### src/rtl/jtag_probe_pkg.sv
package jtag_probe_pkg;

   localparam int IR_W = 3;

   localparam logic [IR_W-1:0] OP_EXTEST  = 3'b000;
   localparam logic [IR_W-1:0] OP_IDCODE  = 3'b001;
   localparam logic [IR_W-1:0] OP_SAMPLE  = 3'b010;
   localparam logic [IR_W-1:0] OP_PROBE   = 3'b011;
   localparam logic [IR_W-1:0] OP_BYPASS  = 3'b111;
   localparam logic [IR_W-1:0] IR_CAPTURE = 3'b001;

   typedef enum logic [3:0] {
      ST_TLR, ST_RTI,
      ST_SEL_DR, ST_CAP_DR, ST_SH_DR, ST_EX1_DR, ST_PA_DR, ST_EX2_DR, ST_UPD_DR,
      ST_SEL_IR, ST_CAP_IR, ST_SH_IR, ST_EX1_IR, ST_PA_IR, ST_EX2_IR, ST_UPD_IR
   } tap_state_e;

   typedef enum logic [1:0] {
      DR_BYPASS, DR_IDENT, DR_BOUND, DR_PROBE
   } dr_sel_e;

   // Opcodes without an assignment fall back to the bypass stage.
   function automatic dr_sel_e decode_dr(input logic [IR_W-1:0] op);
      case (op)
         OP_IDCODE:            return DR_IDENT;
         OP_EXTEST, OP_SAMPLE: return DR_BOUND;
         OP_PROBE:             return DR_PROBE;
         default:              return DR_BYPASS;
      endcase
   endfunction

endpackage

### src/rtl/jtag_probe_fsm.sv
module jtag_probe_fsm
   import jtag_probe_pkg::*;
(
   input  logic       tck,
   input  logic       por_n,
   input  logic       tms,
   output tap_state_e state
);

   tap_state_e nxt;

   always_comb begin
      nxt = state;
      case (state)
         ST_TLR:    nxt = tms ? ST_TLR    : ST_RTI;
         ST_RTI:    nxt = tms ? ST_SEL_DR : ST_RTI;
         ST_SEL_DR: nxt = tms ? ST_SEL_IR : ST_CAP_DR;
         ST_CAP_DR: nxt = tms ? ST_EX1_DR : ST_SH_DR;
         ST_SH_DR:  nxt = tms ? ST_EX1_DR : ST_SH_DR;
         ST_EX1_DR: nxt = tms ? ST_UPD_DR : ST_PA_DR;
         ST_PA_DR:  nxt = tms ? ST_EX2_DR : ST_PA_DR;
         ST_EX2_DR: nxt = tms ? ST_UPD_DR : ST_SH_DR;
         ST_UPD_DR: nxt = tms ? ST_SEL_DR : ST_RTI;
         ST_SEL_IR: nxt = tms ? ST_TLR    : ST_CAP_IR;
         ST_CAP_IR: nxt = tms ? ST_EX1_IR : ST_SH_IR;
         ST_SH_IR:  nxt = tms ? ST_EX1_IR : ST_SH_IR;
         ST_EX1_IR: nxt = tms ? ST_UPD_IR : ST_PA_IR;
         ST_PA_IR:  nxt = tms ? ST_EX2_IR : ST_PA_IR;
         ST_EX2_IR: nxt = tms ? ST_UPD_IR : ST_SH_IR;
         ST_UPD_IR: nxt = tms ? ST_SEL_DR : ST_RTI;
         default:   nxt = ST_TLR;
      endcase
   end

   always_ff @(posedge tck or negedge por_n) begin
      if (!por_n) state <= ST_TLR;
      else        state <= nxt;
   end

   // Counts consecutive rising edges with tms high, saturating at five.
   logic [2:0] tms_hi_cnt;
   always_ff @(posedge tck or negedge por_n) begin
      if (!por_n)                 tms_hi_cnt <= 3'd0;
      else if (!tms)              tms_hi_cnt <= 3'd0;
      else if (tms_hi_cnt != 3'd5) tms_hi_cnt <= tms_hi_cnt + 3'd1;
   end

   // five rising edges with tms high always land in Test-Logic-Reset
   a_r1_tms_reset: assert property (@(posedge tck) disable iff (!por_n)
      (tms_hi_cnt == 3'd5) |-> (state == ST_TLR));

endmodule

### src/rtl/jtag_probe_ir.sv
module jtag_probe_ir
   import jtag_probe_pkg::*;
(
   input  logic            tck,
   input  logic            por_n,
   input  tap_state_e      state,
   input  logic            tdi,
   output logic [IR_W-1:0] ir,
   output logic            ir_lsb
);

   logic [IR_W-1:0] ir_sr;

   always_ff @(posedge tck or negedge por_n) begin
      if (!por_n) begin
         ir_sr <= IR_CAPTURE;
      end else if (state == ST_CAP_IR) begin
         ir_sr <= IR_CAPTURE;
      end else if (state == ST_SH_IR) begin
         ir_sr <= {tdi, ir_sr[IR_W-1:1]};
      end
   end

   always_ff @(posedge tck or negedge por_n) begin
      if (!por_n)                  ir <= OP_IDCODE;
      else if (state == ST_TLR)    ir <= OP_IDCODE;
      else if (state == ST_UPD_IR) ir <= ir_sr;
   end

   assign ir_lsb = ir_sr[0];

   // Test-Logic-Reset leaves the identification instruction active
   a_r1_ir_ident: assert property (@(posedge tck) disable iff (!por_n)
      (state == ST_TLR) |=> (ir == OP_IDCODE));

   // the active instruction only changes when leaving Update-IR or reset
   a_r3_ir_hold: assert property (@(posedge tck) disable iff (!por_n)
      (state != ST_UPD_IR && state != ST_TLR) |=> $stable(ir));

endmodule

### src/rtl/jtag_probe_sync.sv
module jtag_probe_sync #(
   parameter int W      = 64,
   parameter int STAGES = 2
) (
   input  logic         tck,
   input  logic         por_n,
   input  logic [W-1:0] d,
   output logic [W-1:0] q
);

   initial begin
      if (STAGES < 2) $error("jtag_probe_sync: STAGES must be at least 2");
      if (W < 1)      $error("jtag_probe_sync: W must be positive");
   end

   logic [W-1:0] chain [STAGES];

   for (genvar s = 0; s < STAGES; s++) begin : g_stage
      if (s == 0) begin : g_first
         always_ff @(posedge tck or negedge por_n) begin
            if (!por_n) chain[s] <= '0;
            else        chain[s] <= d;
         end
      end else begin : g_next
         always_ff @(posedge tck or negedge por_n) begin
            if (!por_n) chain[s] <= '0;
            else        chain[s] <= chain[s-1];
         end
      end
   end

   assign q = chain[STAGES-1];

endmodule

### src/rtl/jtag_probe_dr.sv
module jtag_probe_dr
   import jtag_probe_pkg::*;
#(
   parameter logic [31:0] ID_WORD = 32'h1BEEF0D7,
   parameter int          BSR_W   = 8,
   parameter int          CELLS   = 4,
   parameter int          SNAP_W  = 16,
   localparam int         SEL_W   = $clog2(CELLS)
) (
   input  logic                    tck,
   input  logic                    por_n,
   input  tap_state_e              state,
   input  logic [IR_W-1:0]         ir,
   input  logic                    tdi,
   input  logic [BSR_W-1:0]        pin_in,
   input  logic [CELLS*SNAP_W-1:0] snap,
   output logic                    dr_lsb,
   output logic [BSR_W-1:0]        bsr_upd,
   output logic [SEL_W-1:0]        sel
);

   initial begin
      if (ID_WORD[0] != 1'b1)     $error("jtag_probe_dr: identification word needs bit 0 set");
      if (CELLS < 2 || (CELLS & (CELLS - 1)) != 0)
                                  $error("jtag_probe_dr: CELLS must be a power of two >= 2");
      if (SNAP_W < SEL_W)         $error("jtag_probe_dr: SNAP_W narrower than select field");
      if (BSR_W < 1)              $error("jtag_probe_dr: BSR_W must be positive");
   end

   dr_sel_e kind;
   assign kind = decode_dr(ir);

   logic              byp_sr;
   logic [31:0]       id_sr;
   logic [BSR_W-1:0]  bsr_sr;
   logic [SNAP_W-1:0] prb_sr;
   logic [SNAP_W-1:0] cell_slice;

   assign cell_slice = snap[sel*SNAP_W +: SNAP_W];

   always_ff @(posedge tck or negedge por_n) begin
      if (!por_n) begin
         byp_sr <= 1'b0;
         id_sr  <= '0;
         bsr_sr <= '0;
         prb_sr <= '0;
      end else if (state == ST_CAP_DR) begin
         case (kind)
            DR_IDENT: id_sr  <= ID_WORD;
            DR_BOUND: bsr_sr <= pin_in;
            DR_PROBE: prb_sr <= cell_slice;
            default:  byp_sr <= 1'b0;
         endcase
      end else if (state == ST_SH_DR) begin
         case (kind)
            DR_IDENT: id_sr  <= {tdi, id_sr[31:1]};
            DR_BOUND: bsr_sr <= {tdi, bsr_sr[BSR_W-1:1]};
            DR_PROBE: prb_sr <= {tdi, prb_sr[SNAP_W-1:1]};
            default:  byp_sr <= tdi;
         endcase
      end
   end

   always_ff @(posedge tck or negedge por_n) begin
      if (!por_n) begin
         bsr_upd <= '0;
         sel     <= '0;
      end else if (state == ST_UPD_DR) begin
         if (kind == DR_BOUND) bsr_upd <= bsr_sr;
         if (kind == DR_PROBE) sel     <= prb_sr[SNAP_W-1 -: SEL_W];
      end
   end

   always_comb begin
      case (kind)
         DR_IDENT: dr_lsb = id_sr[0];
         DR_BOUND: dr_lsb = bsr_sr[0];
         DR_PROBE: dr_lsb = prb_sr[0];
         default:  dr_lsb = byp_sr;
      endcase
   end

   // the cell select moves only on Update-DR under the probe opcode
   a_r7_sel_hold: assert property (@(posedge tck) disable iff (!por_n)
      !(state == ST_UPD_DR && ir == OP_PROBE) |=> $stable(sel));

   // the boundary latch moves only on Update-DR under a boundary opcode
   a_r5_bsr_hold: assert property (@(posedge tck) disable iff (!por_n)
      !(state == ST_UPD_DR && (ir == OP_EXTEST || ir == OP_SAMPLE)) |=> $stable(bsr_upd));

endmodule

### src/rtl/jtag_probe_tap.sv
module jtag_probe_tap
   import jtag_probe_pkg::*;
#(
   parameter logic [31:0] ID_WORD     = 32'h1BEEF0D7,
   parameter int          BSR_W       = 8,
   parameter int          CELLS       = 4,
   parameter int          SNAP_W      = 16,
   parameter int          SYNC_STAGES = 2,
   localparam int         SEL_W       = $clog2(CELLS),
   localparam int         BUS_W       = CELLS * SNAP_W
) (
   input  logic             tck,
   input  logic             por_n,
   input  logic             tms,
   input  logic             tdi,
   output logic             tdo,
   output logic             tdo_en,
   input  logic [BSR_W-1:0] pin_in,
   input  logic [BSR_W-1:0] core_out,
   output logic [BSR_W-1:0] pin_out,
   input  logic [BUS_W-1:0] snap_bus
);

   tap_state_e       state;
   logic [IR_W-1:0]  ir;
   logic             ir_lsb;
   logic             dr_lsb;
   logic [BSR_W-1:0] bsr_upd;
   logic [SEL_W-1:0] sel;
   logic [BUS_W-1:0] snap_t;

   jtag_probe_fsm u_fsm (
      .tck   (tck),
      .por_n (por_n),
      .tms   (tms),
      .state (state)
   );

   jtag_probe_ir u_ir (
      .tck    (tck),
      .por_n  (por_n),
      .state  (state),
      .tdi    (tdi),
      .ir     (ir),
      .ir_lsb (ir_lsb)
   );

   jtag_probe_sync #(.W(BUS_W), .STAGES(SYNC_STAGES)) u_sync (
      .tck   (tck),
      .por_n (por_n),
      .d     (snap_bus),
      .q     (snap_t)
   );

   jtag_probe_dr #(
      .ID_WORD (ID_WORD),
      .BSR_W   (BSR_W),
      .CELLS   (CELLS),
      .SNAP_W  (SNAP_W)
   ) u_dr (
      .tck     (tck),
      .por_n   (por_n),
      .state   (state),
      .ir      (ir),
      .tdi     (tdi),
      .pin_in  (pin_in),
      .snap    (snap_t),
      .dr_lsb  (dr_lsb),
      .bsr_upd (bsr_upd),
      .sel     (sel)
   );

   // Output stage re-timed to the falling edge.
   always_ff @(negedge tck or negedge por_n) begin
      if (!por_n) begin
         tdo    <= 1'b0;
         tdo_en <= 1'b0;
      end else begin
         tdo_en <= (state == ST_SH_IR) || (state == ST_SH_DR);
         tdo    <= (state == ST_SH_IR) ? ir_lsb :
                   (state == ST_SH_DR) ? dr_lsb : 1'b0;
      end
   end

   assign pin_out = (ir == OP_EXTEST) ? bsr_upd : core_out;

   // the output enable is seen only while the controller shifts
   a_r8_tdo_en_shift: assert property (@(posedge tck) disable iff (!por_n)
      tdo_en |-> (state == ST_SH_IR || state == ST_SH_DR));

   // tdo is quiet while not enabled
   a_r8_tdo_quiet: assert property (@(posedge tck) disable iff (!por_n)
      !tdo_en |-> !tdo);

endmodule

### config.mk
export PLATFORM = sky130hd
export DESIGN_NAME = jtag_probe_tap
export DESIGN_NICKNAME = d
export VERILOG_FILES = /design/src/rtl/jtag_probe_pkg.sv /design/src/rtl/jtag_probe_fsm.sv /design/src/rtl/jtag_probe_ir.sv /design/src/rtl/jtag_probe_sync.sv /design/src/rtl/jtag_probe_dr.sv /design/src/rtl/jtag_probe_tap.sv
export SDC_FILE = /design/constraint.sdc
export NUM_CORES = 1
export LEC_CHECK = 0
export BUFFER_PORTS_ARGS = -buffer_cell sky130_fd_sc_hd__buf_4
export CAP_MARGIN = 20
export CELL_PAD_IN_SITES_DETAIL_PLACEMENT = 2
export CELL_PAD_IN_SITES_GLOBAL_PLACEMENT = 2
export CORE_ASPECT_RATIO = 0.8
export CORE_MARGIN = 2
export CORE_UTILIZATION = 41
export CTS_BUF_LIST = sky130_fd_sc_hd__clkbuf_8
export CTS_CLUSTER_DIAMETER = 30
export DETAILED_ROUTE_END_ITERATION = 8
export HOLD_SLACK_MARGIN = 0.1
export PLACE_DENSITY = 0.88
export SYNTH_ARGS = -nofsm -noshare
export SYNTH_HDL_FRONTEND = slang
export SYNTH_SLANG_ARGS = --single-unit
### constraint.sdc
create_clock -name tck -period 2.13 [get_ports tck]
set_input_delay 0.1065 -clock tck [delete_from_list [all_inputs] [get_ports tck]]
set_output_delay 0.1065 -clock tck [all_outputs]
set_load 0.01 [all_outputs]
-- Yosys cells after proc, flatten, opt, wreduce, memory -nomap -nowiden
Cells that the tools add are included.
W data, S select, Z words.
- $add $sub $neg: 0
- multipliers: 0
- div/mod/pow operators: 0
- magnitude comparators: 0
- eq/ne operators: 23
- shifts and indexed selects: 1
- mux-type cells: 38
- bitwise operators: 0
- reductions and logical operators: 17
- operators by type and width (operator ; count):
    $mux W32 ; 4
    $mux W16 ; 4
    $shiftx A64 B7 Y16 ; 1
    $pmux W4 S12 ; 1
    $mux W8 ; 5
    $eq A4 B4 Y1 const B ; 8
    $mux W3 ; 6
    $eq A4 B3 Y1 const B ; 4
    $mux W4 ; 4
    $reduce_and A2 Y1 ; 5
    $mux W1 ; 9
    $eq A4 B2 Y1 const B ; 2
    $eq A3 B2 Y1 const B ; 2
    $mux W2 ; 3
    $pmux W2 S3 ; 1
    $reduce_bool A2 Y1 ; 3
    $reduce_or A2 Y1 ; 3
    $reduce_or A3 Y1 ; 2
    $eq A2 B2 Y1 const B ; 2
    $eq A4 B1 Y1 const B ; 1
    $logic_not A4 Y1 ; 1
    $ne A2 B2 Y1 const B ; 2
    $eq A3 B1 Y1 const B ; 1
    $logic_not A3 Y1 ; 1
    4 further kinds ; 4
- register bits after elaboration: 207
- bits in latches: 0
- bits in writable memories: 0
- bits in read-only memories: 0
- input port bits: 84
- output and inout bits: 10
- logic and storage cells: 92
- memories: 0

-- Depth between registers and ports, before layout
- depth after elaboration: 8
- gate-level depth with buffers: 7
- depth with buffers taken out: 4

-- By module
From an unflattened synthesis, not the netlist that was laid out.
- cells, all modules: 532
- area total of the unflattened synthesis: 8001.4 um^2
- by module, submodules not included (module ; times used ; cells each ; area an instance (um^2)):
    jtag_probe_sync ; 1 ; 192 ; 3683.5
    jtag_probe_dr ; 1 ; 254 ; 3522.1
    jtag_probe_fsm ; 1 ; 40 ; 315.3
    jtag_probe_ir ; 1 ; 29 ; 281.5
    jtag_probe_tap ; 1 ; 17 ; 198.9

==> run summary <==
In the final layout, flip-flops and latches occupy 5180 sq um. The run gives 7210 sq um as the netlist area before placement. The top routing layer in use is met4. After synthesis, the share of flip-flops with an asynchronous set or reset is 100%.

The first TritonRoute pass finished after 5 iterations. The wire length on met3 was 1.68 mm; the critical-path maximum fanout was 2. The path class of the tightest hold or removal check is in2reg. The synthesized design devotes to its leading area cell type 70.5% of total area. The end-of-flow core utilization came out at 57.0%. The run gives 43 as the number of rows in the core area. The detail route stage leaves a number of antenna-violating nets equal to 0. TritonCTS built the clock tree.

The worst setup margin is -0.311 ns. The final layout contains routed wiring with a total length of 27.9 mm. The routed length on met2 is 13.9 mm, and the part of the total power dissipated in sequential elements is 40.6%.

The cell sitting at the root of the clock tree is a clkbuf_8. Setup repair after global routing could not meet its margin everywhere. For the worst-skew pair, the clock arrives at the later sink with an insertion delay of 0.56 ns.

Counting every sink on the clock net gives 207. At the worst endpoint, the arrival time is 1.73 ns. Before CTS, the worst setup slack after placement is -0.0557 ns. The average cell area after synthesis came out at 13.5 sq um. The tools report the depth of the CTS H-tree as 2.

Critical path capture point type: a flop. Entering global routing, the biggest net connects 206 pins. The share of synthesized area occupied by flip-flops and latches is 71.9%. Final-report max-slew violation count: 0. Clock skew on the completed layout was measured at 0.0310 ns.

For the number of global-route vias before repair, the log shows 6253. The die is 152 um wide. The tools report the combinational fraction of design power as 25.1%.

Once placement completed, the tool counted placed cells totaling 836. Summing all non-filler instances in the final layout gives an area of 9850 sq um. Adding up every negative setup slack in the final design gives -0.777 ns. For this run, the number of Yosys warnings is 0. The power density relative to cell area was 1340 nW/um^2; the number of hold-slack violations in the final timing report was 0. For the number of buffers inserted during clock tree synthesis, the log shows 39. STA classifies the critical path startpoint as a flop. The cell type contributing the most total cell area after synthesis is dfrtp_1.

In this run the vertical extent of the chip is 123 um. The total chip power is 13.2 mW. The placed instances occupy a cell area of 8200 sq um.

The area growth from synthesis to layout is 36.6%. Using the TritonRoute via totals, the vias-per-cell ratio works out to 5.39. Internal power comes to 8.45 mW. Counting every net in the synthesized netlist gives 618. After clock tree synthesis, the clock-pin slew on the worst setup and hold paths is 0.07 ns.

Yosys mapped a number of flops with a built-in enable equal to 0. The distinct cell type count after synthesis was 42. For the synthesized instance count, the log shows 534. The logs give 4.47 nW for the leakage power and 811 for the number of nets in the finished design. The flip-flop and latch count after synthesis is 207, and the area taken by multi-input logic gates is 1860 sq um.

The critical path class was reg2reg. The tools report the number of fillers in the final layout as 1540. The fraction of power spent switching nets was 36.0%.

Post-CTS setup-driven buffer insertion count: 0. The clock power share is 34.3%, and the total DRC errors in the routed layout is 0. For the first-pass GRT wire length, the log shows 42.2 mm.

The setup violation total in the final timing report was 16. The wire-length estimate of the detail-placed layout is 11.0 mm. After the flow finishes, the layout carries non-filler instances totaling 981.

At the pin with the least slew margin, the transition time is 1.13 ns. Initial antenna violation count: 0. Dividing the detail-routed wire length by the instance count gives 28.4 um. The worst-case IR drop observed on VDD is 632 uV.

The die area is 18700 sq um. Data on the critical path is required at its endpoint by 1.42 ns. After detailed routing, the wire length on met1 is 11.3 mm. Summing over every cut layer, the via total after detailed routing is 5288. Final hold analysis gives a worst-case slack of 0.205 ns. Across the run, the number of max-cap violations was 0.

The flow ran to the end, but the final reports show violations. In the post-synthesis netlist, the biggest area contributors are dfrtp_1 70%, mux4_2 5.0%, nand2_1 4.9%. The analysis attributes to net switching a power of 4.76 mW. The total area inside the core boundary comes to 17300 sq um. The final reports fail on setup timing. Overall track demand over capacity in global routing: 31.3%.

In the final layout, the share of cells above drive strength 1 is 29.0%. The routability congestion estimate was 0.769; the quantity of I/O buffers inserted on ports was 93. Summed over all layers, the global routing overflow is 0.

The total inserted antenna cells was 0. Once the floorplan was initialized, standard cells occupied 41.7% of the core. The run gives 24.8% as the worst slew slack as a fraction of its limit. Largest buffer count on any clock path: 3. In the synthesized netlist the dominant register cell turns out to be dfrtp_1. Pin placement for this block handled 94 I/O pins. The tools report the number of violations reported at the end of detailed-routing iteration 0 as 485.
-- sequential cells by signal, indices dropped and copies added (netlist names), 2 cells and up --
signal and flops:
u_ir.ir_sr 3, u_dr.id_sr 32, u_dr.prb_sr 16, u_ir.ir 3
u_dr.bsr_upd 8, u_dr.sel 2, u_sync.chain 64, u_sync.q 64
u_dr.bsr_sr 8, u_fsm.state 4
-- area by class of cell --
class	instances	share of cell area (%)
timing repair buffer	186	16.6
inverter	3	0.114
multi-input combinational	290	18.9
sequential	207	52.7
clock inverter	26	2.72
clock buffer	44	6.15
tap	225	2.86
-- power groups by stage --
| stage | registers, mW | logic (mW) | clock network (mW) |
|---|---|---|---|
| 2_1_floorplan | 4.95 | 1.85 | 0 |
| 3_3_place_gp | 5.12 | 2.40 | 0 |
| 3_5_place_dp | 5.22 | 2.67 | 0 |
| 4_1_cts | 5.21 | 2.90 | 4.43 |
| 5_1_grt | 5.42 | 3.55 | 4.78 |
| 6_report | 5.37 | 3.31 | 4.53 |
-- critical path, stage by stage, from the launching register on --
cell and delay [ns]:
dfrtp_1 0.41, mux2i_2 0.31, a211oi_2 0.14, a21oi_2 0.20
o32ai_1 0.12
-- synthesized netlist by cell type, types with 2 or more instances --
master,count
dfrtp_1,203
nand2_1,95
nor2_1,46
o21ai_0,39
mux2_2,18
a31oi_1,17
mux4_2,16
buf_2,15
clkbuf_1,11
mux2i_1,9
a21oi_1,8
o21ai_1,6
buf_4,5
nand3_1,4
o22ai_1,4
inv_1,3
a211oi_1,2
a21o_1,2
buf_1,2
dfrtn_1,2
dfstp_2,2
nand2b_1,2
nand4_1,2
nor2b_1,2
o221ai_1,2
-- cells in the final DEF, fill, tap and decap left out, types with 3 or more instances in the layout --
| cell | Yosys | layout |
|---|---|---|
| dfrtp_1 | 203 | 201 |
| buf_4 | 5 | 106 |
| nand2_1 | 95 | 95 |
| dlygate4sd3_1 | 0 | 75 |
| nor2_1 | 46 | 45 |
| clkbuf_8 | 0 | 45 |
| o21ai_0 | 39 | 39 |
| mux2_2 | 18 | 18 |
| a31oi_1 | 17 | 17 |
| mux4_2 | 16 | 16 |
| inv_1 | 3 | 13 |
| mux2i_1 | 9 | 8 |
| a21oi_1 | 8 | 7 |
| o21ai_1 | 6 | 6 |
| bufinv_16 | 0 | 5 |
| o22ai_1 | 4 | 4 |
| nand3_1 | 4 | 4 |
| clkinvlp_4 | 0 | 4 |
| clkinv_2 | 0 | 3 |
| buf_12 | 0 | 3 |
-- worst paths after layout --
kind | startpoint | to | cells past startpoint | slack, ns
min in group asynchronous | por_n | u_fsm.state[1]$_DFF_PN0_ | 3 | 0.34
setup reg to reg | u_ir.ir[1]$_DFFE_PN0P_ | tdo$_DFF_NN0_ | 4 | -0.31
max in group asynchronous | por_n | u_dr.id_sr[8]$_DFFE_PN0P_ | 3 | 0.91
setup / recovery | u_ir.ir[1]$_DFFE_PN0P_ | tdo$_DFF_NN0_ | 4 | -0.31
hold / removal | snap_bus[9] | u_sync.chain[73]$_DFF_PN0_ | 2 | 0.21
hold reg to reg | u_sync.chain[81]$_DFF_PN0_ | u_sync.q[17]$_DFF_PN0_ | 0 | 0.35
-- metal layers --
metal | vias to the layer above | track usage [%]
met1 | 2754 | 38.5
met3 | 75 | 7.38
met2 | 257 | 53.9
met4 | 0 | 13.0
li1 | 2202 | -
met5 | - | 0
-- logic make-up after synthesis --
group           count (synthesis)  synth area share (%)
flops                         207                  71.9
simple gates                  159                  9.29
compound gates                 87                  7.05
mux                            43                  9.06
buf+inv                        37                  2.55
xor+xnor                        1                 0.122
-- repair_timing --
item | in CTS | in global routing
pin swaps | 0 | 1
setup endpoints to repair | 4 | 20
gates resized for setup | 2 | 6
hold endpoints to repair | 283 | 0
hold buffers | 75 | 0
(Power assumes the default switching activity.)
